File: src/rtl/dpot_pkg.sv
package dpot_pkg;

   typedef enum logic [3:0] {
      ST_IDLE,
      ST_ADDR,
      ST_ADDR_ACK,
      ST_INSTR,
      ST_INSTR_ACK,
      ST_DATA,
      ST_DATA_ACK,
      ST_RD,
      ST_RD_ACK,
      ST_HOLD
   } bus_state_t;

   // fixed upper part of the slave address
   localparam logic [4:0] DEV_ID_DEFAULT = 5'b01011;

endpackage

File: src/rtl/dpot_sync_bit.sv
module dpot_sync_bit #(
   parameter int   STAGES  = 2,
   parameter logic RST_VAL = 1'b1
) (
   input  logic clk,
   input  logic rst_n,
   input  logic d,
   output logic q
);
   if (STAGES < 2) begin : g_bad_stages
      $error("dpot_sync_bit: STAGES must be at least 2");
   end

   logic [STAGES-1:0] chain;

   always_ff @(posedge clk or negedge rst_n) begin
      if (!rst_n) chain <= {STAGES{RST_VAL}};
      else        chain <= {chain[STAGES-2:0], d};
   end

   assign q = chain[STAGES-1];
endmodule

File: src/rtl/dpot_bus_events.sv
module dpot_bus_events #(
   parameter int SYNC_STAGES = 2
) (
   input  logic clk,
   input  logic rst_n,
   input  logic scl_in,
   input  logic sda_in,
   output logic sda_q,
   output logic scl_rise,
   output logic scl_fall,
   output logic start_det,
   output logic stop_det
);
   localparam int NLINES = 2;

   logic [NLINES-1:0] raw, synced, prev;

   assign raw = {scl_in, sda_in};

   for (genvar i = 0; i < NLINES; i++) begin : g_line
      dpot_sync_bit #(.STAGES(SYNC_STAGES), .RST_VAL(1'b1)) u_sync (
         .clk  (clk),
         .rst_n(rst_n),
         .d    (raw[i]),
         .q    (synced[i])
      );
   end

   always_ff @(posedge clk or negedge rst_n) begin
      if (!rst_n) prev <= '1;
      else        prev <= synced;
   end

   logic scl_s, scl_p, sda_p;
   assign scl_s = synced[1];
   assign scl_p = prev[1];
   assign sda_q = synced[0];
   assign sda_p = prev[0];

   assign scl_rise  =  scl_s & ~scl_p;
   assign scl_fall  = ~scl_s &  scl_p;
   assign start_det =  scl_s &  scl_p &  sda_p & ~sda_q;
   assign stop_det  =  scl_s &  scl_p & ~sda_p &  sda_q;
endmodule

File: src/rtl/dpot_wiper_bank.sv
module dpot_wiper_bank #(
   parameter int            W       = 8,
   parameter int            NCH     = 2,
   parameter logic [W-1:0]  RST_VAL = '0
) (
   input  logic                         clk,
   input  logic                         rst_n,
   input  logic                         wr_en,
   input  logic [$clog2(NCH)-1:0]       wr_sel,
   input  logic [W-1:0]                 wr_val,
   output logic [NCH-1:0][W-1:0]        q
);
   localparam int SEL_W = $clog2(NCH);

   if (NCH < 2) begin : g_bad_nch
      $error("dpot_wiper_bank: NCH must be at least 2");
   end

   for (genvar i = 0; i < NCH; i++) begin : g_ch
      logic [W-1:0] r;
      always_ff @(posedge clk or negedge rst_n) begin
         if (!rst_n)                                   r <= RST_VAL;
         else if (wr_en && wr_sel == SEL_W'(i))        r <= wr_val;
      end
      assign q[i] = r;
   end
endmodule

File: src/rtl/dpot_i2c_ctrl.sv
module dpot_i2c_ctrl
   import dpot_pkg::*;
#(
   parameter logic [4:0] DEV_ID      = DEV_ID_DEFAULT,
   parameter int         DATA_W      = 8,
   parameter int         SYNC_STAGES = 2
) (
   input  logic              clk,
   input  logic              rst_n,
   input  logic              scl_in,
   input  logic              sda_in,
   output logic              sda_oe,
   input  logic [1:0]        strap,
   input  logic              shdn_n,
   output logic [DATA_W-1:0] wiper_ch0,
   output logic [DATA_W-1:0] wiper_ch1,
   output logic [1:0]        gpo,
   output logic              shutdown
);
   if (DATA_W != 8) begin : g_bad_width
      $error("dpot_i2c_ctrl: the byte protocol needs DATA_W == 8");
   end

   localparam int                BIT_CW   = $clog2(DATA_W + 1);
   localparam logic [DATA_W-1:0] MIDSCALE = DATA_W'(1) << (DATA_W - 1);
   localparam int                IB_SEL   = DATA_W - 1;
   localparam int                IB_RS    = DATA_W - 2;
   localparam int                IB_SD    = DATA_W - 3;
   localparam int                IB_O1    = DATA_W - 4;
   localparam int                IB_O2    = DATA_W - 5;

   logic sda_q, scl_rise, scl_fall, start_det, stop_det;

   dpot_bus_events #(.SYNC_STAGES(SYNC_STAGES)) u_events (
      .clk      (clk),
      .rst_n    (rst_n),
      .scl_in   (scl_in),
      .sda_in   (sda_in),
      .sda_q    (sda_q),
      .scl_rise (scl_rise),
      .scl_fall (scl_fall),
      .start_det(start_det),
      .stop_det (stop_det)
   );

   bus_state_t           st;
   logic [BIT_CW-1:0]    bitcnt;
   logic [DATA_W-1:0]    shreg, txreg;
   logic                 rw_q, sel_q, rs_q, sd_q, ack_q, nack_q;
   logic [1:0]           gpo_q;
   logic                 wr_en, wr_sel;
   logic [DATA_W-1:0]    wr_val;
   logic [1:0][DATA_W-1:0] wq;

   wire        byte_done = scl_fall && (bitcnt == BIT_CW'(DATA_W));
   wire        rx_shift  = scl_rise && (bitcnt != BIT_CW'(DATA_W));
   wire [6:0]  my_addr   = {DEV_ID, strap};
   wire [DATA_W-1:0] rd_val = wq[sel_q];

   always_comb begin
      wr_en  = 1'b0;
      wr_sel = sel_q;
      wr_val = shreg;
      if (byte_done && st == ST_INSTR && shreg[IB_RS]) begin
         wr_en  = 1'b1;
         wr_sel = shreg[IB_SEL];
         wr_val = MIDSCALE;
      end else if (byte_done && st == ST_DATA && !rs_q) begin
         wr_en  = 1'b1;
      end
   end

   always_ff @(posedge clk or negedge rst_n) begin
      if (!rst_n) begin
         st <= ST_IDLE;  bitcnt <= '0;  shreg <= '0;  txreg <= '0;
         rw_q <= 1'b0;   sel_q <= 1'b0; rs_q <= 1'b0; sd_q <= 1'b0;
         ack_q <= 1'b0;  nack_q <= 1'b0; gpo_q <= '0;
      end else if (start_det) begin
         st <= ST_ADDR;  bitcnt <= '0;  ack_q <= 1'b0;
      end else if (stop_det) begin
         st <= ST_IDLE;  ack_q <= 1'b0;
      end else begin
         if (rx_shift && (st == ST_ADDR || st == ST_INSTR || st == ST_DATA)) begin
            shreg  <= {shreg[DATA_W-2:0], sda_q};
            bitcnt <= bitcnt + BIT_CW'(1);
         end
         case (st)
            ST_ADDR: if (byte_done) begin
               bitcnt <= '0;
               if (shreg[DATA_W-1 -: 7] == my_addr) begin
                  ack_q <= 1'b1;
                  rw_q  <= shreg[0];
                  st    <= ST_ADDR_ACK;
               end else begin
                  st    <= ST_HOLD;
               end
            end
            ST_ADDR_ACK: if (scl_fall) begin
               ack_q <= 1'b0;
               if (rw_q) begin
                  st    <= ST_RD;
                  txreg <= rd_val;
               end else begin
                  st    <= ST_INSTR;
               end
            end
            ST_INSTR: if (byte_done) begin
               sel_q  <= shreg[IB_SEL];
               rs_q   <= shreg[IB_RS];
               sd_q   <= shreg[IB_SD];
               gpo_q  <= {shreg[IB_O2], shreg[IB_O1]};
               ack_q  <= 1'b1;
               bitcnt <= '0;
               st     <= ST_INSTR_ACK;
            end
            ST_INSTR_ACK: if (scl_fall) begin
               ack_q <= 1'b0;
               st    <= ST_DATA;
            end
            ST_DATA: if (byte_done) begin
               ack_q  <= 1'b1;
               bitcnt <= '0;
               st     <= ST_DATA_ACK;
            end
            ST_DATA_ACK: if (scl_fall) begin
               ack_q <= 1'b0;
               st    <= ST_HOLD;
            end
            ST_RD: if (scl_fall) begin
               if (bitcnt == BIT_CW'(DATA_W - 1)) begin
                  bitcnt <= '0;
                  st     <= ST_RD_ACK;
               end else begin
                  bitcnt <= bitcnt + BIT_CW'(1);
                  txreg  <= {txreg[DATA_W-2:0], 1'b0};
               end
            end
            ST_RD_ACK: begin
               if (scl_rise) nack_q <= sda_q;
               if (scl_fall) begin
                  if (nack_q) st <= ST_HOLD;
                  else begin
                     txreg <= rd_val;
                     st    <= ST_RD;
                  end
               end
            end
            default: ;
         endcase
      end
   end

   dpot_wiper_bank #(.W(DATA_W), .NCH(2), .RST_VAL(MIDSCALE)) u_bank (
      .clk   (clk),
      .rst_n (rst_n),
      .wr_en (wr_en),
      .wr_sel(wr_sel),
      .wr_val(wr_val),
      .q     (wq)
   );

   assign wiper_ch0 = wq[0];
   assign wiper_ch1 = wq[1];
   assign gpo       = gpo_q;
   assign sda_oe    = ack_q | (st == ST_RD && !txreg[DATA_W-1]);
   assign shutdown  = ~shdn_n | sd_q;
endmodule

File: config.mk
export PLATFORM = sky130hd
export DESIGN_NAME = dpot_i2c_ctrl
export DESIGN_NICKNAME = d
export VERILOG_FILES = /design/src/rtl/dpot_pkg.sv /design/src/rtl/dpot_sync_bit.sv /design/src/rtl/dpot_bus_events.sv /design/src/rtl/dpot_wiper_bank.sv /design/src/rtl/dpot_i2c_ctrl.sv
export SDC_FILE = /design/constraint.sdc
export NUM_CORES = 1
export LEC_CHECK = 0
export ABC_AREA = 1
export CAP_MARGIN = 0
export CORE_MARGIN = 10
export CORE_UTILIZATION = 40
export DETAILED_ROUTE_END_ITERATION = 10
export GPL_ROUTABILITY_DRIVEN = 0
export PLACE_DENSITY = 0.64
export SYNTH_ARGS = -nofsm -noshare
export SYNTH_HDL_FRONTEND = slang
export SYNTH_SLANG_ARGS = --single-unit
File: constraint.sdc
create_clock -name clk -period 3.4 [get_ports clk]
set_input_delay 0.34 -clock clk [delete_from_list [all_inputs] [get_ports clk]]
set_output_delay 0.34 -clock clk [all_outputs]
set_load 0.02 [all_outputs]
# [Word-level counts from Yosys, hierarchy flattened]
# Cells that the tools add are included.
[classes] n_reduce_logical=27 n_mux=42 n_eq_ne=31 add_sub_neg=1 bitwise=17 n_lt_le_gt_ge=1
[ops] op="$mux 4" count=19
[ops] op="$mux 8" count=9
[ops] op="$ne 4x4->1 const B" count=10
[ops] op="$pmux 4 s8" count=1
[ops] op="$pmux 8 s3" count=1
[ops] op="$eq 4x3->1 const B" count=5
[ops] op="$ne 2x2->1 const B" count=7
[ops] op="$logic_and 1x1->1" count=10
[ops] op="$reduce_and 10->1" count=1
[ops] op="$reduce_and 5->1" count=2
[ops] op="$reduce_bool 10->1" count=1
[ops] op="$mux 1" count=9
[ops] op="$reduce_and 9->1" count=1
[ops] op="$eq 4x2->1 const B" count=2
[ops] op="$eq 4x4->1 const B" count=2
[ops] op="$ne 4x1->1 const B" count=2
[ops] op="$not 1->1" count=8
[ops] op="$pmux 4 s2" count=1
[ops] op="$reduce_and 4->1" count=2
[ops] op="$and 1x1->1" count=7
[ops] op="$eq 7x6->1" count=1
[ops] op="$reduce_or 3->1" count=2
[ops] op="$reduce_bool 5->1" count=1
[ops] op="$add 4x1->4 const B" count=1
[ops] op="11 further kinds" count=14
[totals] register_bits=54 output_inout_bits=20 word_cells=135 in_bits=7

# [Logic depth before layout (Yosys ltp)]
# Gate-level depths: netlist (run 1).
[logic_depth] ltp_word=9 ltp_mapped=13

# [Hierarchy]
# From an unflattened synthesis (run 1), not the netlist that was laid out.
[hier_totals] cells_unflattened=425 hier_area_um2=3151.8
[modules_own_cells] module="dpot_i2c_ctrl" cells_per_inst=338 n_inst=1 area_each_um2=2299.7
[modules_own_cells] module="dpot_wiper_bank" cells_per_inst=70 n_inst=1 area_each_um2=653.1
[modules_own_cells] module="dpot_sync_bit" cells_per_inst=2 n_inst=2 area_each_um2=52.6
[modules_own_cells] module="dpot_bus_events" cells_per_inst=13 n_inst=1 area_each_um2=93.8

# [Least setup slack after synthesis (run 1)]
# OpenSTA, ideal clock, no wires.
[synth_timing] path_type="register to register" from="register bitcnt[0]" to="register u_bank.g_ch[1].r[0]" period_less_slack_ns=1.734 setup_slack_ns=1.666 path_buffers=1 stages_incl_launch_ff=14 t_required_ns=3.334 arrival_time_ns=1.668 cell_sequence="dfrtp_1 > inv_1 > ha_1 > nand2_1 > nor2_1 > nand2_2 > nor2_8 > nand2_2 > buf_6 > nand2_2 > nand2_1 > nand2_2 > nand2_1 > nand2_1"
[synth_between] elab_chain_cells=7 word_cells_on_any_way=11
[synth_rtl] item="start: declaration" line="dpot_i2c_ctrl.sv:47" text="logic [BIT_CW-1:0] bitcnt;"
[synth_rtl] item="start signal: assignment" line="dpot_i2c_ctrl.sv:85" text="bitcnt <= bitcnt + BIT_CW'(1);"
[synth_rtl] item="start signal: assignment" line="dpot_i2c_ctrl.sv:134" text="bitcnt <= bitcnt + BIT_CW'(1);"
[synth_rtl] item="$eq 4x4->1 *" line="dpot_i2c_ctrl.sv:55" text="wire byte_done = scl_fall && (bitcnt == BIT_CW'(DATA_W));"
[synth_rtl] item="$logic_and 1x1->1 *" line="dpot_i2c_ctrl.sv:55"
[synth_rtl] item="$logic_and 1x1->1 (2 in a row)" line="dpot_i2c_ctrl.sv:68" text="end else if (byte_done && st == ST_DATA && !rs_q) begin"
[synth_rtl] item="$mux 1" line="dpot_i2c_ctrl.sv:68"
[synth_rtl] item="$mux 1" line="dpot_i2c_ctrl.sv:64" text="if (byte_done && st == ST_INSTR && shreg[IB_RS]) begin"
[synth_rtl] item="$logic_and 1x1->1" line="dpot_wiper_bank.sv:23" text="else if (wr_en && wr_sel == SEL_W'(i)) r <= wr_val;"
[synth_rtl] item="end signal: assignment" line="dpot_wiper_bank.sv:23"
[synth_rtl] item="end: declaration" line="dpot_wiper_bank.sv:20" text="logic [W-1:0] r;"
# Every way passes the cells marked *; elsewhere a longest branch is shown, timed or not.
# A chain may end at the register's enable or synchronous reset.

# [Worst setup path after layout (run 1)]
[layout_timing] from="register st[3]" to="output sda_oe"
[layout_between] elab_chain_cells=3
[layout_rtl] item="start: declaration" line="dpot_i2c_ctrl.sv:46" text="bus_state_t st;"
[layout_rtl] item="start signal: assignment" line="dpot_i2c_ctrl.sv:75" text="st <= ST_IDLE; bitcnt <= '0; shreg <= '0; txreg <= '0;"
[layout_rtl] item="start signal: assignment" line="dpot_i2c_ctrl.sv:79" text="st <= ST_ADDR; bitcnt <= '0; ack_q <= 1'b0;"
[layout_rtl] item="start signal: assignment" line="dpot_i2c_ctrl.sv:81" text="st <= ST_IDLE; ack_q <= 1'b0;"
[layout_rtl] item="$eq 4x3->1" line="dpot_i2c_ctrl.sv:165" text="assign sda_oe = ack_q | (st == ST_RD && !txreg[DATA_W-1]);"
[layout_rtl] item="$logic_and 1x1->1" line="dpot_i2c_ctrl.sv:165"
[layout_rtl] item="$or 1x1->1" line="dpot_i2c_ctrl.sv:165"
[layout_rtl] item="end: declaration" line="dpot_i2c_ctrl.sv:12" text="output logic sda_oe,"
# Every way passes these cells.

==> results of run 1 <==
-- cells by family (layout without fill, tap and decap cells) --
group           Yosys count  in the layout
simple gates            215            215
compound gates           54             54
flops                    54             54
buf+inv                  50             78
fa+ha+maj                 2              2
xor+xnor                  1              1
-- state kept, by name (all words and copies together), names as in the netlist, 2 cells and up --
signal and cells:
u_bank.g_ch.r 16, shreg 8, txreg 8, bitcnt 4, st 4, u_events.g_line.u_sync.chain 4
gpo 2, u_events.prev 2
-- area by class of cell --
type                            count  area, um2  area share
Clock inverter                      3      18.77    0.005776
Clock buffer                        5      68.82     0.02118
Timing Repair Buffer               28      270.3     0.08317
Sequential cell                    54       1361      0.4189
Multi-Input combinational cell    272       1252      0.3854
Inverter                           42      157.7     0.04852
Tap cell                           96      120.1     0.03697
-- worst max path at each step --
stage | start | to | slack [ns] | cells after the start
after floorplan | bitcnt[0]$_DFFE_PN0P_ | u_bank.g_ch[1].r[0]$_DFFE_PN0P_ | 1.67 | 13
after global routing | st[3]$_DFFE_PN0P_ | sda_oe | 0.53 | 4
after global placement | st[3]$_DFFE_PN0P_ | sda_oe | 1.15 | 4
final | st[3]$_DFFE_PN0P_ | sda_oe | 0.75 | 4
after detailed placement | st[3]$_DFFE_PN0P_ | sda_oe | 1.12 | 4
after CTS | st[3]$_DFFE_PN0P_ | sda_oe | 0.76 | 4
-- power groups by stage --
stage,Combinational [uW],Clock (uW),Sequential (uW)
after floorplan,443,0,825
after global placement,551,0,857
after detailed placement,562,0,862
after CTS,565,373,850
after global routing,647,403,869
final,563,363,852
-- worst reg2reg max path: stages (launching register included) --
cell	delay, ns
dfrtp_1	0.43
inv_1	0.12
ha_1	0.18
nand2_1	0.06
nor2_1	0.15
nand2_2	0.12
nor2_8	0.17
nand2_2	0.18
nand2_1	0.10
nand2_1	0.22
nand2_2	0.23
nand2_1	0.08
nand2_1	0.06
-- layer usage --
metal,track usage,share of wire
met2,0.1901,0.46
met5,0,0
met1,0.1631,0.48
met3,0.03222,0.047
met4,0.03777,0.013
-- cells in the final DEF, fill, tap and decap left out, drive strengths merged --
master and instances:
nand2 127, dfrtp 46, o21ai 44, inv 42, nand3 41, nor2 40, clkdlybuf4s50 25, dfstp 8
a21oi 5, clkbuf 5, o211ai 4, nor3 3, clkinv 3, buf 3, nand4 2, ha 2
o21bai 1, or2 1, nand3b 1, xor2 1
-- through the flow --
| step | worst slack, ns | instances | area [um2] |
|---|---|---|---|
| after global routing | 0.5281 | 500 | 3249 |
| after CTS | 0.7602 | 500 | 3249 |
| after floorplan | 1.666 | 376 | 2824 |
| after detailed placement | 1.120 | 492 | 3162 |
| after global placement | 1.149 | 492 | 3162 |
| final | 0.7512 | 500 | 3249 |
==> results by group, run 1 <==
Hold path
  • Worst min-delay path class: input pin to asynchronous set/reset pin

Status
  • Outcome: finished, final reports clean

Worst setup path
  • Kind of start point of the critical path: flip-flop
  • Top cell family by delay on the critical path: buffers and inverters
  • Number of cells on the worst reg-to-reg path: 12
  • Crit path capture type: output port
  • Critical Path Slowest Stage Cell: clkdlybuf4s50_1
  • CP max stage delay: 0.63 ns
  • Arrival time at the worst endpoint: 2.31 ns
  • Critical-path cell list: nor2_4 > nand2_1 > o21bai_1 > clkdlybuf4s50_1
  • Required time reported for the critical path endpoint: 3.06 ns
  • CP Buf/Inv Count: 1
  • Worst-path fanout max: 19
  • Class of the most critical setup path: flip-flop to output port
  • Reg-to-reg critical path startpoint: bitcnt[0]$_DFFE_PN0P_
  • Worst reg2reg endpoint: u_bank.g_ch[0].r[0]$_DFFE_PN0P_
  • FF-to-FF setup slack: 1.26 ns

Timing
  • Max-slew violation total from the final report: 0
  • Worst hold-check slack: 0.000007605 ns
  • Final hold violations: 0
  • Final sum of negative setup slack: 0 ns
  • Post-route clock period utilization: 0.7790
  • Unrepaired setup endpoints after global routing: false
  • FMAX: 0.3775 GHz
  • Headroom to the max-slew limit: 0.6265
  • Clock Skew: 0.01827 ns
  • Clock period minus final worst setup slack: 2.649 ns
  • Final count of negative-setup-slack endpoints: 0
  • Pin slew with the least headroom to its limit: 0.5602 ns

GRT
  • Via count of the first global-routing pass: 2317
  • First-pass GRT wire length: 11.21 mm
  • Antenna violations before repair: 0
  • Leftover overflow at the end of global routing: 0
  • Largest net degree at the start of global routing: 31
  • Total routing resource utilization after global routing: 0.1228

Logic synthesis
  • Synth Area in Compound Gates: 0.1041
  • Top cell type by total area after synthesis: dfrtp_1
  • Register bit count reported by yosys: 54
  • Number of enable-type register cells in the synthesized netlist: 0
  • Unique masters post-synth: 28
  • Main combinational cell family by area after synthesis: simple AND/OR/NAND/NOR gates
  • Prevailing post-synth register cell: dfrtp_1
  • Number of warnings reported in the yosys synthesis log: 0
  • Async set-or-reset flop fraction in the synthesized netlist: 1.000
  • Share of the yosys chip area belonging to registers: 0.4821
  • Gate count after technology mapping: 376
  • Fraction of the mapped netlist area in adder cells: 0.008861
  • Summed instance area of the synthesized netlist: 2824 um2
  • Portion of netlist area occupied by mux cells: 0
  • Most instantiated cells after synthesis: 121 x nand2_1, 46 x dfrtp_1, 40 x nand3_1
  • Post-Synthesis Mean Instance Area: 7.511 um2
  • Most frequent cell after synthesis: nand2_1
  • Nets in the synthesized netlist: 385
  • Area share of the largest cell type after synthesis: 0.4076
  • Basic-gate share of the synthesized area counting and, or, nand and nor cells: 0.3274
  • Fraction of synthesized cell area in xor and xnor cells: 0.003101
  • Synth area leaders: dfrtp_1 41%, nand2_1 16%, dfstp_2 7.4%

Floorplanning
  • Starting density of the core: 0.4134
  • Die Ht: 104.0 um
  • Num ports: 27
  • Die Outline Area: 10820 um2
  • Core Footprint: 6832 um2
  • Width of the die: 104.0 um
  • Standard-cell rows: 30

Power and ir drop
  • Clock network fraction of design power: 0.204
  • Internal cell power: 1080 uW
  • Cell leakage power: 0.001645 uW
  • Switching pwr: 697.9 uW
  • Fraction of power consumed by combinational cells: 0.317
  • Proportion of total power due to net switching: 0.3925
  • Power after layout: 1778 uW
  • Largest voltage drop on the vdd net: 246.6 uV
  • Sequential share of power: 0.479
  • Power per unit of standard cell area: 547.2 nW/um2

Clock network
  • Post-CTS Hold Buffers: 0
  • Number of buffers created by CTS: 5
  • Clock-pin slew of the registers on the worst-case setup and hold paths: 0.11 ns
  • Clk root buf: clkbuf_8
  • CTS tree: built
  • Clock latency at the later pin of the worst-skew pair: 0.31 ns
  • CTS Buffer Depth: 2
  • # clock sinks: 54
  • Total of cells resized after clock tree synthesis: 0
  • Number of buffers inserted by post-CTS setup repair: 0
  • CTS HTree Levels: 2

Finish
  • Area Overhead vs Synth: 15.06%
  • Number of nets in the finished design: 412
  • Utilization after layout: 0.4756
  • Share of layout cells above drive strength 1: 0.08663
  • Final-layout fill cell count: 726
  • Ant diodes: 0

Placed design
  • IO buf count: 26
  • Detailed-placement wirelength estimate: 4.947 mm

Detailed routing
  • Routed vias: 2436
  • Initial drt markers: 192
  • Routed wire length per instance: 12.99 um
  • Post-detailed-route via-to-cell ratio: 4.872
  • Final routed wirelength across all metal layers: 6.497 mm
  • Number of optimization iterations in the first detailed-route pass: 4
  • Count of nets left with antenna violations after detail routing: 0
  • Number of DRC violations after detailed routing: 0

Run
  • Number of violations of the max-capacitance limit: 0
No activity file was read; power rests on OpenSTA's default activity.
==> run 2: changes to the inputs <==
Settings changed: PLACE_DENSITY 0.64 to 0.66.
Clock period 3.4 ns to 2.2 ns, I/O delays scaled along.
==> run 2 against run 1 <==
Effect of this change: utilization grew 1.5 points; routed wire length grew 4.4%; total power grew 55%; clock skew shrank 0.0096 ns; final area grew 3.2%; sequential cell count is the same; sequential power grew 55%; die area is the same; combinational power grew 56%; setup slack lost 0.53 ns; final cell count grew 1.6%; via count grew 1.6%; largest cell class unchanged.
==> results by group, run 2 (same netlist as run 1, synthesis figures left out) <==
Hold path
  • Worst hold path endpoint: u_events.g_line[1].u_sync.chain[0]$_DFF_PN1_
  • Count of cells along the worst hold path: 1
  • Worst min-delay path class: input pin to flip-flop
  • Startpoint of the lowest-slack hold path: scl_in

Power and ir drop
  • Largest voltage drop on the vdd net: 429.7 uV
  • Power after layout: 2763 uW
  • Cell leakage power: 0.001712 uW
  • Power per unit of standard cell area: 824.2 nW/um2

Worst setup path
  • Kind of start point of the critical path: flip-flop
  • Number of cells on the worst reg-to-reg path: 12
  • Top cell family by delay on the critical path: simple AND/OR/NAND/NOR gates
  • Required time reported for the critical path endpoint: 2.45 ns
  • CP Buf/Inv Count: 1
  • Crit path capture type: flip-flop
  • Class of the most critical setup path: flip-flop to flip-flop
  • Worst reg2reg endpoint: u_bank.g_ch[1].r[3]$_DFFE_PN0P_
  • FF-to-FF setup slack: 0.22 ns
  • Critical Path Slowest Stage Cell: dfrtp_1
  • CP max stage delay: 0.42 ns
  • Arrival time at the worst endpoint: 2.23 ns
  • Critical-path cell list: inv_1 > ha_1 > nand2_1 > nor2_1 > nand2_2 > nor2_8 > nand2_2 > nand2_2 > nand2_1 > nand2_4 > nand2_1 > nand2_1
  • Worst-path fanout max: 11
  • Most numerous cell on the critical path: nand2_1
  • Reg-to-reg critical path startpoint: bitcnt[0]$_DFFE_PN0P_

Clock network
  • # clock sinks: 54
  • Clk root buf: clkbuf_8
  • Number of buffers created by CTS: 5
  • CTS tree: built
  • Clock-pin slew of the registers on the worst-case setup and hold paths: 0.09 ns
  • Clock latency at the later pin of the worst-skew pair: 0.31 ns
  • CTS HTree Levels: 2
  • CTS Buffer Depth: 2

Detailed routing
  • Post-detailed-route via-to-cell ratio: 4.870
  • Final routed wirelength across all metal layers: 6.785 mm
  • Count of nets left with antenna violations after detail routing: 0
  • Number of DRC violations after detailed routing: 0
  • Routed vias: 2474
  • Number of optimization iterations in the first detailed-route pass: 5
  • Routed wire length per instance: 13.36 um
  • Initial drt markers: 203

GRT
  • Met1 Track Usage GR: 0.1685
  • GR met3 Demand/Resource: 0.03098
  • Largest net degree at the start of global routing: 30
  • Most heavily used metal layer in global routing: met2
  • First-pass GRT wire length: 11.70 mm
  • Total routing resource utilization after global routing: 0.1274
  • Leftover overflow at the end of global routing: 0
  • Via count of the first global-routing pass: 2331
  • Antenna violations before repair: 0
  • Met2 track demand over resource in global routing: 0.1968

Timing
  • Clock period minus final worst setup slack: 1.979 ns
  • Pin slew with the least headroom to its limit: 0.5874 ns
  • Headroom to the max-slew limit: 0.6084
  • Clock Skew: 0.008705 ns
  • Final count of negative-setup-slack endpoints: 0
  • Unrepaired setup endpoints after global routing: false
  • Post-route clock period utilization: 0.8996
  • Max-slew violation total from the final report: 0
  • Worst hold-check slack: 0.3111 ns
  • FMAX: 0.5053 GHz
  • Final hold violations: 0
  • Final sum of negative setup slack: 0 ns

Floorplanning
  • Core Footprint: 6832 um2
  • Die Outline Area: 10820 um2
  • Width of the die: 104.0 um
  • Num ports: 27
  • Die Ht: 104.0 um
  • Starting density of the core: 0.4134
  • Standard-cell rows: 30

Finish
  • Share of layout cells above drive strength 1: 0.1019
  • Leading cell types in the layout, fill and taps excluded: 120 x nand2_1, 46 x dfrtp_1, 40 x nand3_1
  • Fin cells: 508
  • Number of nets in the finished design: 420
  • Area Overhead vs Synth: 18.70%
  • Ant diodes: 0
  • Register with the highest flop count: u_bank.g_ch.r
  • Max reg flops: 16
  • Registers with the highest flip-flop counts: u_bank.g_ch.r: 16 flops, shreg: 8 flops, txreg: 8 flops
  • Leading cell type in the layout, fill and taps excluded: nand2_1

Status
  • Outcome: finished, final reports clean

Placed design
  • Instance count after placement with tap cells included: 494
  • Detailed-placement wirelength estimate: 5.139 mm
  • IO buf count: 26

Run
  • Number of violations of the max-capacitance limit: 0
## run 2: cell count changes in the layout (fill, tap and decap cells not counted), sizes merged
cell           change
clkinv             -1
inv                -1
clkbuf             +2
dlygate4sd3        +1
buf                +7
dlygate4sd2        +1
clkdlybuf4s50      -1
## run 2: report_power, final
group	switching (uW)	internal, uW	total (uW)
sequential	183	1130	1320
clock	313	255	567
combinational	569	311	880
total	1060	1700	2760
## run 2: cell type report
class                   instances  area, um2
clock buffers                   7      86.33
repair buffers                 36      356.6
multi-input cells             272       1265
fillers                       701       3480
flip-flops and latches         54       1361
clock inverters                 1      5.005
inverters                      42      157.7
well taps                      96      120.1
## run 2: worst reg2reg max path, delay by kind of cell (launching register included)
family / cells / cell delay (ns)
and+or+nand+nor: 10 / 1.23
DFF: 1 / 0.42
buffers and inverters: 1 / 0.11
adders and majority gates: 1 / 0.17
## run 2: layer usage
metal  routed length (um)  up-vias
li1                     -     1264
met1                 3174     1132
met2                 3137       67
met3                  348       11
met4                  124        0
met5                    0        -
## run 2: metrics by stage
stage,util,cell area (um2),setup WS [ns]
2_1_floorplan,-,2824,0.4662
3_3_place_gp,0.4669,3189,0.2641
3_5_place_dp,0.4669,3189,0.1907
4_1_cts,0.4815,3289,0.1822
5_1_grt,0.4907,3352,0.03679
6_report,0.4907,3352,0.2210
## run 2: worst max path at each step
stage | from | end | slack (ns) | depth (start not counted)
final | bitcnt[0]$_DFFE_PN0P_ | u_bank.g_ch[1].r[3]$_DFFE_PN0P_ | 0.22 | 12
after global routing | bitcnt[0]$_DFFE_PN0P_ | u_bank.g_ch[1].r[3]$_DFFE_PN0P_ | 0.04 | 12
after CTS | bitcnt[0]$_DFFE_PN0P_ | u_bank.g_ch[1].r[3]$_DFFE_PN0P_ | 0.18 | 11
after detailed placement | bitcnt[0]$_DFFE_PN0P_ | u_bank.g_ch[1].r[3]$_DFFE_PN0P_ | 0.19 | 11
after global placement | bitcnt[0]$_DFFE_PN0P_ | u_bank.g_ch[1].r[5]$_DFFE_PN0P_ | 0.26 | 11
after floorplan | bitcnt[0]$_DFFE_PN0P_ | u_bank.g_ch[1].r[0]$_DFFE_PN0P_ | 0.47 | 13
## run 2: repair_timing
| item | CTS | global route |
|---|---|---|
| buffers inserted | 0 | 5 |
| gates resized for setup | 1 | 3 |
| endpoints found under the setup margin | 1 | 9 |
| hold endpoints to repair | 18 | 0 |
| hold buffers | 1 | 0 |
==> run 3: changes to the inputs <==
Settings changed: CAP_MARGIN 0 to default.
==> results of run 3 <==
Final layout, timing and power as in run 2 (identical DEF).
